`src/rtl/dtlb_pkg.sv`:
```
package dtlb_pkg;
  localparam int REG_DW       = 32;
  localparam int MR_VALID_BIT = 0;
  localparam int TR_CI_BIT    = 1;
  localparam int TR_PERM_LSB  = 6;   // user-read 6, user-write 7, sup-read 8, sup-write 9
  localparam int BANK_SEL_BIT = 8;
  localparam int PERM_W       = 4;

  // Packed order matches translate-register bits 9..6
  typedef struct packed {
    logic swe;
    logic sre;
    logic uwe;
    logic ure;
  } perm_t;

  typedef enum logic {
    BANK_MATCH = 1'b0,
    BANK_XLATE = 1'b1
  } bank_e;
endpackage

```
`src/rtl/dtlb_rst_sync.sv`:
```
module dtlb_rst_sync (
  input  logic clk,
  input  logic rst_async_n,
  output logic rst_n
);
  logic [1:0] sync_q;

  always_ff @(posedge clk or negedge rst_async_n) begin
    if (!rst_async_n) sync_q <= '0;
    else              sync_q <= {sync_q[0], 1'b1};
  end

  assign rst_n = sync_q[1];
endmodule

```
`src/rtl/dtlb_entry_store.sv`:
```
module dtlb_entry_store
  import dtlb_pkg::*;
#(
  parameter int SET_BITS = 6,
  parameter int TAG_W    = 13,
  parameter int PPN_W    = 19
) (
  input  logic                clk,
  input  logic                rst_n,
  input  logic                wr_match,
  input  logic                wr_xlate,
  input  logic [SET_BITS-1:0] widx,
  input  logic [TAG_W-1:0]    wtag,
  input  logic                wvalid,
  input  logic [PPN_W-1:0]    wppn,
  input  perm_t               wperm,
  input  logic                wci,
  input  logic [SET_BITS-1:0] ridx,
  output logic [TAG_W-1:0]    rd_tag,
  output logic                rd_valid,
  output logic [PPN_W-1:0]    rd_ppn,
  output perm_t               rd_perm,
  output logic                rd_ci,
  input  logic [SET_BITS-1:0] lidx,
  output logic [TAG_W-1:0]    lk_tag,
  output logic                lk_valid,
  output logic [PPN_W-1:0]    lk_ppn,
  output perm_t               lk_perm,
  output logic                lk_ci
);
  localparam int ENTRIES = 1 << SET_BITS;

  logic [ENTRIES-1:0] valid_q, valid_d;
  logic [ENTRIES-1:0] mt_we, tr_we;
  logic [TAG_W-1:0]   tag_q  [ENTRIES];
  logic [PPN_W-1:0]   ppn_q  [ENTRIES];
  perm_t              perm_q [ENTRIES];
  logic [ENTRIES-1:0] ci_q;

  // Per-entry write enables
  for (genvar g = 0; g < ENTRIES; g++) begin : g_we
    assign mt_we[g] = wr_match && (widx == SET_BITS'(g));
    assign tr_we[g] = wr_xlate && (widx == SET_BITS'(g));
  end

  always_comb begin
    valid_d = valid_q;
    if (wr_match) valid_d[widx] = wvalid;
  end

  always_ff @(posedge clk or negedge rst_n) begin
    if (!rst_n) valid_q <= '0;
    else        valid_q <= valid_d;
  end

  // Payload storage: no reset, written only under its enable
  always_ff @(posedge clk) begin
    for (int e = 0; e < ENTRIES; e++) begin
      if (mt_we[e]) tag_q[e] <= wtag;
      if (tr_we[e]) begin
        ppn_q[e]  <= wppn;
        perm_q[e] <= wperm;
        ci_q[e]   <= wci;
      end
    end
  end

  assign rd_tag   = tag_q[ridx];
  assign rd_valid = valid_q[ridx];
  assign rd_ppn   = ppn_q[ridx];
  assign rd_perm  = perm_q[ridx];
  assign rd_ci    = ci_q[ridx];

  assign lk_tag   = tag_q[lidx];
  assign lk_valid = valid_q[lidx];
  assign lk_ppn   = ppn_q[lidx];
  assign lk_perm  = perm_q[lidx];
  assign lk_ci    = ci_q[lidx];


  match_wr_valid_chk: assert property (@(posedge clk) disable iff (!rst_n)
    wr_match |=> valid_q[$past(widx)] == $past(wvalid));


  xlate_keeps_valid_chk: assert property (@(posedge clk) disable iff (!rst_n)
    (wr_xlate && !wr_match) |=> $stable(valid_q));
endmodule

```
`src/rtl/dtlb_lookup.sv`:
```
module dtlb_lookup
  import dtlb_pkg::*;
#(
  parameter int PAGE_BITS = 13,
  parameter int SET_BITS  = 6
) (
  input  logic                clk,
  input  logic                rst_n,
  input  logic                lk_en,
  input  logic [31:0]         vaddr,
  output logic [SET_BITS-1:0] lidx,
  input  logic [31-PAGE_BITS-SET_BITS:0] sel_tag,
  input  logic                sel_valid,
  input  logic [31-PAGE_BITS:0] sel_ppn,
  input  perm_t               sel_perm,
  input  logic                sel_ci,
  output logic                hit_q,
  output logic [31-PAGE_BITS:0] ppn_q,
  output perm_t               perm_q,
  output logic                ci_q
);
  localparam int TAG_W = 32 - PAGE_BITS - SET_BITS;
  localparam int PPN_W = 32 - PAGE_BITS;

  logic             hit_d;
  logic [TAG_W-1:0] va_tag;

  assign lidx   = vaddr[PAGE_BITS +: SET_BITS];
  assign va_tag = vaddr[31 -: TAG_W];
  assign hit_d  = sel_valid && (sel_tag == va_tag);

  always_ff @(posedge clk or negedge rst_n) begin
    if (!rst_n) begin
      hit_q  <= 1'b0;
      ppn_q  <= '0;
      perm_q <= '0;
      ci_q   <= 1'b0;
    end else if (lk_en) begin
      hit_q  <= hit_d;
      ppn_q  <= sel_ppn;
      perm_q <= sel_perm;
      ci_q   <= sel_ci;
    end
  end


  hold_chk: assert property (@(posedge clk) disable iff (!rst_n)
    !lk_en |=> $stable({hit_q, ppn_q, perm_q, ci_q}));


  invalid_miss_chk: assert property (@(posedge clk) disable iff (!rst_n)
    (lk_en && !sel_valid) |=> !hit_q);
endmodule

```
`src/rtl/dtlb_reg_port.sv`:
```
module dtlb_reg_port
  import dtlb_pkg::*;
#(
  parameter int REG_AW   = 16,
  parameter int SET_BITS = 6,
  parameter int TAG_W    = 13,
  parameter int PPN_W    = 19
) (
  input  logic                clk,
  input  logic                rst_n,
  input  logic                reg_sel,
  input  logic                reg_wr,
  input  logic [REG_AW-1:0]   reg_addr,
  input  logic [REG_DW-1:0]   reg_wdata,
  output logic [REG_DW-1:0]   reg_rdata,
  output logic                wr_match,
  output logic                wr_xlate,
  output logic [SET_BITS-1:0] idx,
  output logic [TAG_W-1:0]    wtag,
  output logic                wvalid,
  output logic [PPN_W-1:0]    wppn,
  output perm_t               wperm,
  output logic                wci,
  input  logic [TAG_W-1:0]    rd_tag,
  input  logic                rd_valid,
  input  logic [PPN_W-1:0]    rd_ppn,
  input  perm_t               rd_perm,
  input  logic                rd_ci
);
  bank_e bank;

  assign bank     = bank_e'(reg_addr[BANK_SEL_BIT]);
  assign idx      = reg_addr[SET_BITS-1:0];
  assign wr_match = reg_sel && reg_wr && (bank == BANK_MATCH);
  assign wr_xlate = reg_sel && reg_wr && (bank == BANK_XLATE);

  assign wtag   = reg_wdata[REG_DW-1 -: TAG_W];
  assign wvalid = reg_wdata[MR_VALID_BIT];
  assign wppn   = reg_wdata[REG_DW-1 -: PPN_W];
  assign wperm  = perm_t'(reg_wdata[TR_PERM_LSB +: PERM_W]);
  assign wci    = reg_wdata[TR_CI_BIT];

  always_comb begin
    reg_rdata = '0;
    if (reg_sel) begin
      if (bank == BANK_MATCH) begin
        reg_rdata[REG_DW-1 -: TAG_W] = rd_tag;
        reg_rdata[MR_VALID_BIT]      = rd_valid;
      end else begin
        reg_rdata[REG_DW-1 -: PPN_W]       = rd_ppn;
        reg_rdata[TR_PERM_LSB +: PERM_W]   = rd_perm;
        reg_rdata[TR_CI_BIT]               = rd_ci;
      end
    end
  end


  match_pad_zero_chk: assert property (@(posedge clk) disable iff (!rst_n)
    (reg_sel && (bank == BANK_MATCH)) |-> reg_rdata[REG_DW-TAG_W-1:1] == '0);


  xlate_pad_zero_chk: assert property (@(posedge clk) disable iff (!rst_n)
    (reg_sel && (bank == BANK_XLATE)) |->
      (reg_rdata[12:10] == 3'b000 && reg_rdata[5:2] == 4'b0000 && !reg_rdata[0]));


  idle_quiet_chk: assert property (@(posedge clk) disable iff (!rst_n)
    !reg_sel |-> (reg_rdata == '0 && !wr_match && !wr_xlate));
endmodule

```
`src/rtl/dtlb_direct_map.sv`:
```
module dtlb_direct_map
  import dtlb_pkg::*;
#(
  parameter int PAGE_BITS = 13,
  parameter int SET_BITS  = 6,
  parameter int REG_AW    = 16
) (
  input  logic                     clk,
  input  logic                     rst_n,
  input  logic                     lk_en,
  input  logic [31:0]              lk_vaddr,
  output logic                     lk_hit,
  output logic [31-PAGE_BITS:0]    lk_ppn,
  output logic                     lk_ure,
  output logic                     lk_uwe,
  output logic                     lk_sre,
  output logic                     lk_swe,
  output logic                     lk_ci,
  input  logic                     reg_sel,
  input  logic                     reg_wr,
  input  logic [REG_AW-1:0]        reg_addr,
  input  logic [31:0]              reg_wdata,
  output logic [31:0]              reg_rdata
);
  localparam int TAG_W = 32 - PAGE_BITS - SET_BITS;
  localparam int PPN_W = 32 - PAGE_BITS;

  logic                rst_int_n;
  logic                wr_match, wr_xlate, wvalid, wci;
  logic [SET_BITS-1:0] ridx, lidx;
  logic [TAG_W-1:0]    wtag, rd_tag, sel_tag;
  logic [PPN_W-1:0]    wppn, rd_ppn, sel_ppn;
  perm_t               wperm, rd_perm, sel_perm, perm_q;
  logic                rd_valid, rd_ci, sel_valid, sel_ci;

  dtlb_rst_sync u_rst (
    .clk         (clk),
    .rst_async_n (rst_n),
    .rst_n       (rst_int_n)
  );

  dtlb_reg_port #(
    .REG_AW(REG_AW), .SET_BITS(SET_BITS), .TAG_W(TAG_W), .PPN_W(PPN_W)
  ) u_regs (
    .clk       (clk),
    .rst_n     (rst_int_n),
    .reg_sel   (reg_sel),
    .reg_wr    (reg_wr),
    .reg_addr  (reg_addr),
    .reg_wdata (reg_wdata),
    .reg_rdata (reg_rdata),
    .wr_match  (wr_match),
    .wr_xlate  (wr_xlate),
    .idx       (ridx),
    .wtag      (wtag),
    .wvalid    (wvalid),
    .wppn      (wppn),
    .wperm     (wperm),
    .wci       (wci),
    .rd_tag    (rd_tag),
    .rd_valid  (rd_valid),
    .rd_ppn    (rd_ppn),
    .rd_perm   (rd_perm),
    .rd_ci     (rd_ci)
  );

  dtlb_entry_store #(
    .SET_BITS(SET_BITS), .TAG_W(TAG_W), .PPN_W(PPN_W)
  ) u_store (
    .clk      (clk),
    .rst_n    (rst_int_n),
    .wr_match (wr_match),
    .wr_xlate (wr_xlate),
    .widx     (ridx),
    .wtag     (wtag),
    .wvalid   (wvalid),
    .wppn     (wppn),
    .wperm    (wperm),
    .wci      (wci),
    .ridx     (ridx),
    .rd_tag   (rd_tag),
    .rd_valid (rd_valid),
    .rd_ppn   (rd_ppn),
    .rd_perm  (rd_perm),
    .rd_ci    (rd_ci),
    .lidx     (lidx),
    .lk_tag   (sel_tag),
    .lk_valid (sel_valid),
    .lk_ppn   (sel_ppn),
    .lk_perm  (sel_perm),
    .lk_ci    (sel_ci)
  );

  dtlb_lookup #(
    .PAGE_BITS(PAGE_BITS), .SET_BITS(SET_BITS)
  ) u_lookup (
    .clk       (clk),
    .rst_n     (rst_int_n),
    .lk_en     (lk_en),
    .vaddr     (lk_vaddr),
    .lidx      (lidx),
    .sel_tag   (sel_tag),
    .sel_valid (sel_valid),
    .sel_ppn   (sel_ppn),
    .sel_perm  (sel_perm),
    .sel_ci    (sel_ci),
    .hit_q     (lk_hit),
    .ppn_q     (lk_ppn),
    .perm_q    (perm_q),
    .ci_q      (lk_ci)
  );

  assign lk_ure = perm_q.ure;
  assign lk_uwe = perm_q.uwe;
  assign lk_sre = perm_q.sre;
  assign lk_swe = perm_q.swe;
endmodule

```
`config.mk`:
```
export PLATFORM = sky130hd
export DESIGN_NAME = dtlb_direct_map
export DESIGN_NICKNAME = d
export VERILOG_FILES = /design/src/rtl/dtlb_pkg.sv /design/src/rtl/dtlb_rst_sync.sv /design/src/rtl/dtlb_entry_store.sv /design/src/rtl/dtlb_lookup.sv /design/src/rtl/dtlb_reg_port.sv /design/src/rtl/dtlb_direct_map.sv
export SDC_FILE = /design/constraint.sdc
export NUM_CORES = 2
export LEC_CHECK = 0
export ABC_AREA = 0
export BUFFER_PORTS_ARGS = -buffer_cell sky130_fd_sc_hd__buf_2
export CORE_MARGIN = 4
export CORE_UTILIZATION = 65
export CTS_BUF_LIST = sky130_fd_sc_hd__clkbuf_4 sky130_fd_sc_hd__clkbuf_8
export DETAILED_ROUTE_END_ITERATION = 8
export PLACE_DENSITY = 0.82
export REMOVE_ABC_BUFFERS = 1
export SLEW_MARGIN = 20
export SYNTH_ARGS = -nofsm -noshare
export SYNTH_HDL_FRONTEND = slang
export SYNTH_SLANG_ARGS = --single-unit
```
`constraint.sdc`:
```
create_clock -name clk -period 5.1 [get_ports clk]
set_input_delay 1.02 -clock clk [delete_from_list [all_inputs] [get_ports clk]]
set_output_delay 1.02 -clock clk [all_outputs]
set_load 0.05 [all_outputs]
```
Yosys cells after proc, flatten, opt, wreduce, memory -nomap -nowiden
Memory sizes are Yosys's and may differ from the RTL's. A register that Yosys moved wholly into a read port is not among the register bits.
Cells that the tools add are included.
{"block": "totals", "ff_bits": 132, "ram_bits": 2304, "inputBits": 85, "out_inout_bits": 57, "wordCells": 1306, "mem_count": 3}
{"name": "u_store.ppn_q", "words": 64, "word_bits": 19, "read_ports": 2, "rd_ports_with_merged_regs": 1, "wr": 1, "line": "dtlb_entry_store.sv:36", "rtl": "logic [PPN_W-1:0] ppn_q [ENTRIES];"}
{"name": "u_store.tag_q", "words": 64, "word_bits": 13, "read_ports": 2, "rd_ports_with_merged_regs": 0, "wr": 1, "line": "dtlb_entry_store.sv:35", "rtl": "logic [TAG_W-1:0] tag_q [ENTRIES];"}
{"name": "u_store.perm_q", "words": 64, "word_bits": 4, "read_ports": 2, "rd_ports_with_merged_regs": 1, "wr": 1, "line": "dtlb_entry_store.sv:37", "rtl": "perm_t perm_q [ENTRIES];"}
{"block": "op_classes", "order_cmp": 3, "n_eq_ne": 64, "muxes": 842, "bitwise": 1, "n_reduce_logical": 325}
{"op": "2-to-1 mux 19 bit", "n": 64}
{"op": "OR reduction 19 bit", "n": 63}
{"op": "2-to-1 mux 6 bit", "n": 190}
{"op": "2-to-1 mux 13 bit", "n": 64}
{"op": "OR reduction 13 bit", "n": 63}
{"op": "2-to-1 mux 1 bit", "n": 452}
{"op": "2-to-1 mux 4 bit", "n": 65}
{"op": "OR reduction 4 bit", "n": 63}
{"op": "== test 6 bit (second input constant)", "n": 32}
{"op": "logical AND 1 bit", "n": 133}
{"op": "== test 6 x 5 -> 1 bit (second input constant)", "n": 16}
{"op": "bitwise mux 64 bit", "n": 1}
{"op": "== test 6 x 4 -> 1 bit (second input constant)", "n": 8}
{"op": "binary-select mux 1 bit (select 6 bit)", "n": 4}
{"op": "== test 6 x 3 -> 1 bit (second input constant)", "n": 4}
{"op": "< comparator 6 x 7 -> 1 bit (second input constant)", "n": 2}
{"op": "== test 13 bit", "n": 1}
{"op": "== test 6 x 2 -> 1 bit (second input constant)", "n": 2}
{"op": "demux 1 bit (select 6 bit)", "n": 1}
{"op": "== test 6 x 1 -> 1 bit (second input constant)", "n": 1}
{"op": ">= comparator 6 x 1 -> 1 bit (second input constant)", "n": 1}
{"op": "zero test 6 bit", "n": 1}
{"op": "zero test 1 bit", "n": 2}
{"op": "2-to-1 mux 2 bit", "n": 1}
{"op": "inverter 1 bit", "n": 1}

Longest topological paths before layout
{"block": "depth", "depth_word": 69, "ltp_mapped": 12, "ltp_nobuf": 8}

By module
Synthesis repeated with hierarchy kept, for this count alone.
{"block": "hier_totals", "hier_cells": 5930, "hier_area_um2": 114673.7}
{"mod": "dtlb_entry_store", "n_inst": 1, "cells_per_inst": 5752, "area_each_um2": 112746.9}
{"mod": "dtlb_lookup", "n_inst": 1, "cells_per_inst": 78, "area_each_um2": 1133.6}
{"mod": "dtlb_reg_port", "n_inst": 1, "cells_per_inst": 97, "area_each_um2": 739.5}
{"mod": "dtlb_rst_sync", "n_inst": 1, "cells_per_inst": 3, "area_each_um2": 53.8}

Worst setup path after synthesis
Ideal clock, no wire load.
{"block": "synth_path", "path_type": "input to output", "from": "input reg_addr[0]", "to": "output reg_rdata[0]", "arrival_time_ps": 3759, "slack_ps": 321, "path_stages": 8, "path_buffers": 4, "cell_sequence": "clkbuf_1 > clkbuf_1 > buf_2 > buf_2 > mux4_2 > mux4_2 > mux4_2 > and2_1"}
{"block": "synth_via", "elab_chain_cells": 4}
{"item": "start: declaration", "line": "dtlb_direct_map.sv:21", "rtl": "input logic [REG_AW-1:0] reg_addr,"}
{"item": "binary-select mux 1 bit (select 6 bit)", "line": "dtlb_entry_store.sv:69", "rtl": "assign rd_valid = valid_q[ridx];"}
{"item": "2-to-1 mux 1 bit (not written as such)", "line": "dtlb_entry_store.sv:69"}
{"item": "2-to-1 mux 1 bit", "line": "dtlb_reg_port.sv:46", "rtl": "if (bank == BANK_MATCH) begin"}
{"item": "2-to-1 mux 2 bit", "line": "dtlb_reg_port.sv:45", "rtl": "if (reg_sel) begin"}
{"item": "end: declaration", "line": "dtlb_direct_map.sv:23", "rtl": "output logic [31:0] reg_rdata"}
No other way between the ends. The select of a mux whose other input is x is not followed.

Worst setup path in the final report
{"block": "layout_path", "from": "input reg_addr[1]", "to": "output reg_rdata[24]"}
{"block": "layout_via", "elab_chain_cells": 3, "word_cells_on_any_way": 4}
{"item": "memory read (64 x 13 bit) / memory read (64 x 19 bit) (equally long branches)"}
{"item": "2-to-1 mux 13 bit (*)", "line": "dtlb_reg_port.sv:46"}
{"item": "2-to-1 mux 19 bit (*)", "line": "dtlb_reg_port.sv:45"}
Mark *: on every way between the ends. The rest lies on a longest branch, timed or not.

==> impl_metrics.json <==
{
  "synthCells": 5018,
  "grt_pass1_vias": 65400,
  "drt_iter0_markers": 11300,
  "cpMaxStageDelayCell": "mux4_2",
  "drc": 0,
  "hold_slack_ns": 0.275,
  "post-place-ws_ns": 0.00554,
  "max_cap_viol_count": 0,
  "clkSinkCount": 2459,
  "finalPower_mw": 43.3,
  "cp-startpoint": "reg_addr[1]",
  "antenna_found_initial": 22,
  "synth_ff_type": "edfxtp_1",
  "start_util_pct": 65.4,
  "min_period_ns": 5.12,
  "slowest_delay_ns": 0.60,
  "setup_viol_count_final": 1,
  "syn_to_final_growth_pct": 12.9,
  "status": "finished with violations",
  "clock_skew_ns": 0.0867,
  "violations": "setup timing",
  "ys_top_cells_by_area": "edfxtp_1, mux4_2, dfrtp_1, mux2i_1, mux2_2",
  "gp_congestion": 0.877,
  "regToRegSetupSlack_ns": 2.05,
  "hp-class": "in -> async",
  "overflow": 0,
  "crit_top_cell": "mux4_2",
  "r2r_start": "u_store.tag_q[14][3]",
  "dr.pass1.iters": 6,
  "grt_use_met2_pct": 57.9,
  "vias_per_cell": 7.99,
  "post_cts_buffers": 0,
  "die_w_um": 426,
  "dp_hpwl_mm": 203,
  "cts_buffer_depth": 4,
  "fin_area_um2": 128000,
  "worst_slack_ns": -0.0174,
  "clkSlewWorstSetupHoldPaths_ns": 0.05,
  "timing.rr.end": "u_lookup.hit_q",
  "fmax_mhz": 195,
  "synthTopCellsByCount": "edfxtp_1, mux4_2, clkbuf_1",
  "path_cells": "buf_8, buf_4, mux4_2, mux4_2, mux4_2, mux2i_1, nor2b_1, buf_2",
  "vias": 65000,
  "final_hold_viol_count": 0,
  "crit_type": "in -> out",
  "setup_tns_ns": -0.0174,
  "htree_levels": 5,
  "netlist_area_um2": 114000,
  "crit_path_max_fanout": 36,
  "nets": 5588,
  "cts_tree": "yes",
  "numPortBuffers": 105,
  "synth_edf_count": 2368,
  "drive_above_1_share_pct": 48.2,
  "crit_path_end_kind": "primary output",
  "synth_top_area_cell": "edfxtp_1",
  "io_pins": 142,
  "totalWireLength_mm": 345,
  "clock-root-buffer": "clkbuf_8",
  "grtUsageTotal_pct": 38.4,
  "seq_area_frac_synth_pct": 64.5,
  "insertion_delay_ns": 1.14,
  "fin_crit_sh_pct": 100,
  "yosysMostFrequentCell": "edfxtp_1",
  "num_rows": 153,
  "die_h_um": 426,
  "yosysUniqueCellTypes": 60,
  "global_route.usage.met1_pct": 50.1,
  "ys_seq_elements": 2459,
  "cp-start-kind": "input port",
  "grt_util_met3_pct": 11.3,
  "die_area_um2": 182000,
  "ir_worst_vdd_mv": 0.375,
  "grt_busiest_layer": "met2",
  "fp.coreArea_um2": 174000,
  "p_per_area_nw_per_um2": 337,
  "fillCellCount": 9079,
  "avgSynthCellArea_um2": 22.7,
  "power_leakage_nw": 41.0,
  "placed_cells": 7424,
  "reg2reg_depth": 8,
  "slew_viol_final": 0,
  "cp-endpoint": "reg_rdata[24]",
  "crit_arrival_ns": 4.10,
  "max_slew_margin_pct": 32.1,
  "final_cells": 8132,
  "worst_pin_slew_ns": 1.01,
  "synth_async_sr_flop_share_pct": 3.70,
  "yosysTopAreaCellShare_pct": 62.5,
  "utilization_pct": 73.9,
  "wl_per_cell_um": 42.4,
  "grt_max_degree": 129,
  "ant_nets": 0,
  "cts_buffers": 399,
  "grt_pass1_wl_mm": 481,
  "crit_required_ns": 4.08,
  "detailed_place.area_um2": 120000,
  "ys_warn_count": 0
}
## worst min path at each step
stage                         end  slack, ns       startpoint  cells past startpoint
2_1_floorplan     u_rst.sync_q[1]       0.33  u_rst.sync_q[0]                      0
3_3_place_gp   u_lookup.ppn_q[15]       0.31  u_rst.sync_q[1]                      0
3_5_place_dp    u_lookup.ppn_q[7]       0.33  u_rst.sync_q[1]                      0
4_1_cts           u_rst.sync_q[1]       0.19            rst_n                      2
5_1_grt           u_rst.sync_q[1]       0.25            rst_n                      2
6_report          u_rst.sync_q[1]       0.27            rst_n                      2
## layout by cell type, fill, tap and decap left out, types with 7 or more instances in the layout
| cell type | Yosys | layout |
|---|---|---|
| edfxtp_1 | 2368 | 2368 |
| nor2_4 | 0 | 64 |
| and2_1 | 8 | 8 |
| clkinv_2 | 0 | 39 |
| diode_2 | 0 | 8 |
| nor2_2 | 0 | 20 |
| buf_2 | 122 | 80 |
| o221ai_1 | 11 | 11 |
| buf_4 | 35 | 250 |
| o22ai_1 | 17 | 17 |
| nor3_1 | 8 | 8 |
| mux4_2 | 1500 | 1500 |
| clkinv_1 | 1 | 72 |
| buf_12 | 0 | 136 |
| a211oi_1 | 9 | 9 |
| nor2b_1 | 38 | 38 |
| dfrtp_1 | 91 | 90 |
| o21ai_0 | 14 | 14 |
| mux2_2 | 98 | 98 |
| a221oi_1 | 13 | 13 |
| clkbuf_4 | 0 | 135 |
| clkbuf_8 | 0 | 435 |
| a22o_1 | 7 | 7 |
| nand3_1 | 12 | 12 |
| nand2_1 | 47 | 47 |
| o211ai_1 | 9 | 9 |
| mux2i_1 | 115 | 114 |
| conb_1 | 2 | 8 |
| nor2_1 | 148 | 64 |
| a21oi_1 | 15 | 15 |
| bufinv_16 | 0 | 10 |
| a22oi_1 | 14 | 14 |
## cell type report
class	instances	area, µm²	area share (%)
Antenna cell	8	20.0	0.0156
Clock buffer	570	7000	5.45
Clock inverter	127	817	0.636
Inverter	8	37.5	0.0292
Multi-Input combinational cell	2153	39000	30.3
Sequential cell	2459	73400	57.2
Tap cell	2325	2910	2.27
Timing Repair Buffer	482	5260	4.10
## layer usage
layer	up-vias	share of wire [%]
met2	6557	47
met4	16	7.8
met1	33500	30
met5	-	0.059
li1	23500	-
met3	1427	15
## cell families (layout without fill, tap and decap cells)
family | after synthesis | count (layout) | synth area share, %
flops | 2459 | 2459 | 64.5
xor+xnor | 7 | 7 | 0.0539
compound gates | 135 | 135 | 0.866
simple gates | 290 | 290 | 1.16
buf+inv | 412 | 1187 | 1.68
other cells | 2 | 16 | 0.00661
mux | 1713 | 1713 | 31.7
## report_power, final
part	internal, mW	switching [mW]
registers	22.2	0.0755
logic	1.70	2.19
clock network	9.28	7.83
## sequential cells by signal, indices dropped and copies added, names as in the netlist
register,count
u_store.tag_q,832
u_store.ppn_q,1216
u_lookup.perm_q,4
u_store.ci_q,64
u_lookup.ppn_q,19
u_store.valid_q,64
u_rst.sync_q,2
u_store.perm_q,256
u_lookup.ci_q,1
u_lookup.hit_q,1
## repair_timing
item | CTS | global route
endpoints found under the setup margin | 1 | 12
cloned | 0 | 2
hold buffers | 1 | 0
endpoints found under the hold margin | 2 | 0
gates resized for setup | 1 | 3
## critical path, delay by kind of cell
family,cells,cell delay [ns]
buf+inv,3,1.07
mux,4,1.84
simple gates,1,0.09
Power figures use the tool's default switching activity.
